<file path="src/rtl/stepper_translator.sv">
module stepper_translator #(
  parameter int MIN_HIGH = 250,
  parameter int MIN_LOW  = 250
) (
  input  logic       clk,
  input  logic       rst,
  input  logic       step_clk,
  input  logic       dir,
  input  logic [2:0] mode,
  output logic       a_pos,
  output logic       a_neg,
  output logic       b_pos,
  output logic       b_neg,
  output logic [3:0] a_code,
  output logic [3:0] b_code,
  output logic       mon
);
  localparam int CMAX = (MIN_HIGH > MIN_LOW) ? MIN_HIGH : MIN_LOW;
  localparam int CW   = $clog2(CMAX + 1);

  logic [2:0]    sync_q;
  logic [CW-1:0] run_cnt;
  logic          hi_ok;
  logic [5:0]    pos;
  logic [2:0]    mode_q;
  logic [5:0]    stride, base, nxt;

  wire lvl    = sync_q[1];
  wire prv    = sync_q[2];
  wire rise   = lvl & ~prv;
  wire sleep  = &mode;
  wire en     = ~rst & ~sleep;
  wire forced = (mode_q == 3'b001) || (mode_q == 3'b011);
  wire step_ok = rise && !sleep && hi_ok && (run_cnt >= CW'(MIN_LOW - 1));

  always_comb begin
    case (mode)
      3'b000, 3'b001: stride = 6'd16;
      3'b010, 3'b011: stride = 6'd8;
      3'b100:         stride = 6'd4;
      3'b101:         stride = 6'd2;
      default:        stride = 6'd1;
    endcase
    base = pos & ~(stride - 6'd1);
    if (!dir)             nxt = base + stride;
    else if (pos == base) nxt = pos - stride;
    else                  nxt = base;
  end

  always_ff @(posedge clk or posedge rst) begin
    if (rst) begin
      sync_q  <= '0;
      run_cnt <= '0;
      hi_ok   <= 1'b1;
      pos     <= '0;
      mode_q  <= '0;
    end else begin
      sync_q <= {sync_q[1:0], step_clk};
      if (lvl != prv)                run_cnt <= '0;
      else if (run_cnt != CW'(CMAX)) run_cnt <= run_cnt + 1'b1;
      if (!lvl && prv) hi_ok <= (run_cnt >= CW'(MIN_HIGH - 1));
      if (step_ok) begin
        pos    <= nxt;
        mode_q <= mode;
      end
    end
  end

  function automatic logic [5:0] phase_drive(input logic [5:0] t, input logic frc);
    logic [4:0] d, e;
    logic [3:0] c;
    d = t[4:0];
    e = (d <= 5'd16) ? d : 5'd0 - d;
    c = (e >= 5'd15) ? 4'hF : e[3:0];
    if (frc && c != 4'h0) c = 4'hF;
    return {(c != 4'h0) & ~t[5], (c != 4'h0) & t[5], c};
  endfunction

  wire [5:0] drv_a = phase_drive(pos + 6'd24, forced);
  wire [5:0] drv_b = phase_drive(pos + 6'd8, forced);

  assign {a_pos, a_neg, a_code} = en ? drv_a : 6'd0;
  assign {b_pos, b_neg, b_code} = en ? drv_b : 6'd0;
  assign mon = (pos[3:0] == 4'd0);


  always_comb begin
    if (rst) rst_off_chk: assert (!a_pos && !a_neg && !b_pos && !b_neg && a_code == 4'd0 && b_code == 4'd0);
  end


  pos_hold_chk: assert property (@(posedge clk) disable iff (rst)
    !$stable(pos) |-> $past(rise));


  sleep_hold_chk: assert property (@(posedge clk) disable iff (rst)
    (sleep && $past(sleep)) |-> ($stable(pos) && $stable(mode_q)));


  off_code_chk: assert property (@(posedge clk) disable iff (rst)
    ((a_code == 4'd0) == !(a_pos || a_neg)) && ((b_code == 4'd0) == !(b_pos || b_neg)));


  stride_chk: assert property (@(posedge clk) disable iff (rst)
    !$stable(pos) |-> ((6'(pos - $past(pos)) <= 6'd16) || (6'($past(pos) - pos) <= 6'd16)));


  mon_chk: assert property (@(posedge clk) disable iff (rst)
    (mon && !sleep && !forced) |-> (a_code == 4'd8 && b_code == 4'd8));
endmodule

</file>
<file path="config.mk">
export PLATFORM = sky130hd
export DESIGN_NAME = stepper_translator
export DESIGN_NICKNAME = d
export VERILOG_FILES = /design/src/rtl/stepper_translator.sv
export SDC_FILE = /design/constraint.sdc
export NUM_CORES = 1
export LEC_CHECK = 0
export BUFFER_PORTS_ARGS = -buffer_cell sky130_fd_sc_hd__buf_2
export CAP_MARGIN = 15
export CORE_UTILIZATION = 64
export CTS_CLUSTER_SIZE = 28
export DETAILED_ROUTE_END_ITERATION = 12
export PLACE_DENSITY = 0.88
export SLEW_MARGIN = 20
export SYNTH_ARGS = -nofsm -noshare
export SYNTH_HDL_FRONTEND = slang
export SYNTH_SLANG_ARGS = --single-unit
</file>
<file path="constraint.sdc">
create_clock -name clk -period 4.4 [get_ports clk]
set_input_delay 0.44 -clock clk [delete_from_list [all_inputs] [get_ports clk]]
set_output_delay 0.44 -clock clk [all_outputs]
set_load 0.03 [all_outputs]
</file>
==> load_flow_metrics.sql <==
INSERT INTO impl_metrics (metric_group, metric, value, unit) VALUES
('setup_path', 'worst_path_max_delay_cell', 'sky130_fd_sc_hd__dfrtp_1', ''),
('cells_and_area', 'layoutNonFillerInstCount', '317', ''),
('global_routing', 'globalRoute.totalOverflow', '0', ''),
('cells_and_area', 'nNetsFinal', '303', ''),
('yosys', 'synth_area', '2108', 'um2'),
('power_and_ir_drop', 'power.density', '265.5', 'nW/um2'),
('floorplanning', 'floorplan.die_area', '3528', 'um2'),
('clocking', 'cts.sink_count', '20', ''),
('timing', 'finClkSkew', '0.002613', 'ns'),
('timing', 'rsz0062_at_grt', 'false', ''),
('clocking', 'insertion_delay', '0.31', 'ns'),
('floorplanning', 'design.portCount', '20', ''),
('setup_path', 'cp_data_arrival_time', '2.71', 'ns'),
('timing', 'timing.fmax', '317.8', 'MHz'),
('route', 'totalWireLength', '4.417', 'mm'),
('floorplanning', 'die_boundary_width', '59.40', 'um'),
('route', 'num_vias', '1890', ''),
('flow_run', 'cap_viol_max_count', '0', ''),
('yosys', 'synth_top_cells_by_area', 'sky130_fd_sc_hd__dfrtp_1, sky130_fd_sc_hd__ha_1, sky130_fd_sc_hd__nor2_1, sky130_fd_sc_hd__a21oi_1, sky130_fd_sc_hd__xnor2_1', ''),
('setup_path', 'crit_end', 'a_code[0]', ''),
('yosys', 'synth.ff_latch_count', '20', ''),
('yosys', 'syn_area_per_cell', '8.047', 'um2'),
('route', 'drt-wirelength-per-cell', '13.93', 'um'),
('clocking', 'cts_tree', 'yes', ''),
('yosys', 'synth_warnings', '0', ''),
('timing', 'final_hold_viol_count', '0', ''),
('clocking', 'clock_tree.root_cell', 'sky130_fd_sc_hd__clkbuf_4', ''),
('route', 'drt-pass1-iter-count', '5', ''),
('setup_path', 'reg2reg_depth', '8', ''),
('setup_path', 'worstSetupStartpointType', 'register', ''),
('setup_path', 'worst_path_dominant_cell_family', 'compound AO/OA/AOI/OAI gates', ''),
('setup_path', 'worst_setup_path_startpoint', 'pos[3]', ''),
('placed_design', 'place.detailed.instances', '313', ''),
('timing', 'timing.max_slew.rel_slack', '49.90', '%'),
('global_routing', 'initial_antenna_violation_count', '0', ''),
('timing', 'final.period_utilization', '71.51', '%'),
('route', 'drt_drc_violations_left', '0', ''),
('setup_path', 'criticalPathCategory', 'register to output pin', ''),
('floorplanning', 'starting_utilization_of_the_core_area', '68.50', '%'),
('clocking', 'cts.repair_timing.setup_buffer_count', '0', ''),
('yosys', 'synth.cells.most_frequent', 'sky130_fd_sc_hd__nor2_1, sky130_fd_sc_hd__nand2_1, sky130_fd_sc_hd__ha_1, sky130_fd_sc_hd__dfrtp_1, sky130_fd_sc_hd__inv_1', ''),
('yosys', 'post-synth-top-count-cell', 'sky130_fd_sc_hd__nor2_1', ''),
('floorplanning', 'die_height', '59.40', 'um'),
('route', 'number_of_routed_nets_with_antenna_violations', '0', ''),
('global_routing', 'maximum_number_of_pins_on_one_net_before_global_route_repair', '21', ''),
('yosys', 'synth_top_flop_cell', 'sky130_fd_sc_hd__dfrtp_1', ''),
('yosys', 'post-synth-top-area-cell', 'sky130_fd_sc_hd__dfrtp_1', ''),
('route', 'drt_iter0_markers', '157', ''),
('clocking', 'cts_htree_levels', '1', ''),
('floorplanning', 'floorplan.rows', '20', ''),
('clocking', 'cts-root-to-sink-buffers', '2', ''),
('timing', 'finalSetupViolations', '0', ''),
('setup_path', 'most_common_cell_type_on_the_critical_path', 'sky130_fd_sc_hd__o21ai_0', ''),
('clocking', 'cts-buffers-inserted', '3', ''),
('floorplanning', 'core_area', '3078', 'um2'),
('placed_design', 'placement.io_buffers', '19', ''),
('status', 'status', 'completed', ''),
('yosys', 'gate_count_after_technology_mapping', '262', ''),
('cells_and_area', 'area_added_between_synthesis_and_finish', '5.104', '%'),
('clocking', 'cts.clk_slew.worst_paths', '0.11', 'ns'),
('setup_path', 'critical_path_required_time', '3.96', 'ns'),
('global_routing', 'gr-usage-all-layers', '26.57', '%'),
('cells_and_area', 'drive_above_1_share', '13.92', '%'),
('setup_path', 'timing.critical_path.slowest_cell_delay', '0.57', 'ns'),
('yosys', 'synth_top_area_share', '22.55', '%'),
('global_routing', 'first_pass_grt_wire_length', '7.162', 'mm'),
('setup_path', 'worst_r2r_endpoint', 'pos[4]', ''),
('setup_path', 'r2r_start', 'pos[1]', ''),
('power_and_ir_drop', 'power_leakage', '1.017', 'nW'),
('yosys', 'postSynth.asyncResetShare', '100.0', '%'),
('timing', 'report.final.slew_viol_count', '0', '');
==> how the worst min path moves through the flow <==
stage               startpoint   endpoint  slack (ns)  depth (start not counted)
floorplan            sync_q[0]  sync_q[1]        0.33                          0
global placement     sync_q[0]  sync_q[1]        0.33                          0
detailed placement   sync_q[0]  sync_q[1]        0.34                          0
CTS                   step_clk  sync_q[0]        0.23                          1
global route          step_clk  sync_q[0]        0.22                          1
finish                step_clk  sync_q[0]        0.23                          1
==> area by class of cell <==
class / count / area [um2]
Multi-Input combinational cell: 211 / 1456
Tap cell: 44 / 55.05
Fill cell: 243 / 862.1
Clock buffer: 4 / 36.28
Sequential cell: 20 / 501.7
Inverter: 19 / 71.32
Timing Repair Buffer: 19 / 95.09
==> placed cells by master (no fill, tap or decap), types with 4 or more instances in the layout <==
cell type and instances:
sky130_fd_sc_hd__nor2_1 26, sky130_fd_sc_hd__nand2_1 22, sky130_fd_sc_hd__ha_1 21, sky130_fd_sc_hd__inv_1 19, sky130_fd_sc_hd__buf_2 19, sky130_fd_sc_hd__dfrtp_1 19
sky130_fd_sc_hd__a21oi_1 18, sky130_fd_sc_hd__o21ai_0 16, sky130_fd_sc_hd__xnor2_1 10, sky130_fd_sc_hd__nor3_1 10, sky130_fd_sc_hd__and2_1 6, sky130_fd_sc_hd__nor2b_1 5
sky130_fd_sc_hd__or3_1 5, sky130_fd_sc_hd__nand2b_1 5, sky130_fd_sc_hd__nand3_1 5, sky130_fd_sc_hd__a21boi_0 4
==> per-layer routing <==
| layer | vias up | share of wire, % | GRT usage [%] |
|---|---|---|---|
| li1 | 944 | - | - |
| met1 | 870 | 46 | 35.29 |
| met2 | 68 | 45 | 43.18 |
| met3 | 8 | 7.1 | 5.022 |
| met4 | 0 | 1.3 | 8.844 |
| met5 | - | 0 | 0 |
==> state kept, by name, summed over array words and instances, names as in the netlist <==
name / cells
hi_ok: 1
mode_q: 2
pos: 6
run_cnt: 8
sync_q: 3
==> kinds of logic after synthesis <==
logic type,count (synthesis),share of synthesized area [%]
mux,2,1.068
flops,20,23.80
buf+inv,31,7.122
simple gates,110,28.90
compound gates,65,20.71
xor+xnor,12,4.985
fa+ha+maj,22,13.41
==> power by group <==
| part | switching [W] | total [W] | internal (W) |
|---|---|---|---|
| Sequential | 0.0000228 | 0.000218 | 0.000195 |
| Clock | 0.0000586 | 0.000109 | 0.0000506 |
| Combinational | 0.000161 | 0.000262 | 0.000101 |
==> metrics by stage <==
step / hold WS [ns] / setup WS, ns / area, um2 / total power, W / utilization (%)
2_1_floorplan: 0.3312 / 1.437 / 2108 / 0.0004297 / -
3_3_place_gp: 0.3329 / 1.692 / 2180 / 0.0004751 / 70.81
3_5_place_dp: 0.3355 / 1.612 / 2180 / 0.0004797 / 70.81
4_1_cts: 0.2333 / 1.264 / 2216 / 0.0005870 / 71.99
5_1_grt: 0.2233 / 0.9956 / 2216 / 0.0006289 / 71.99
6_report: 0.2303 / 1.254 / 2216 / 0.0005884 / 71.99
(Power assumes the default switching activity.)
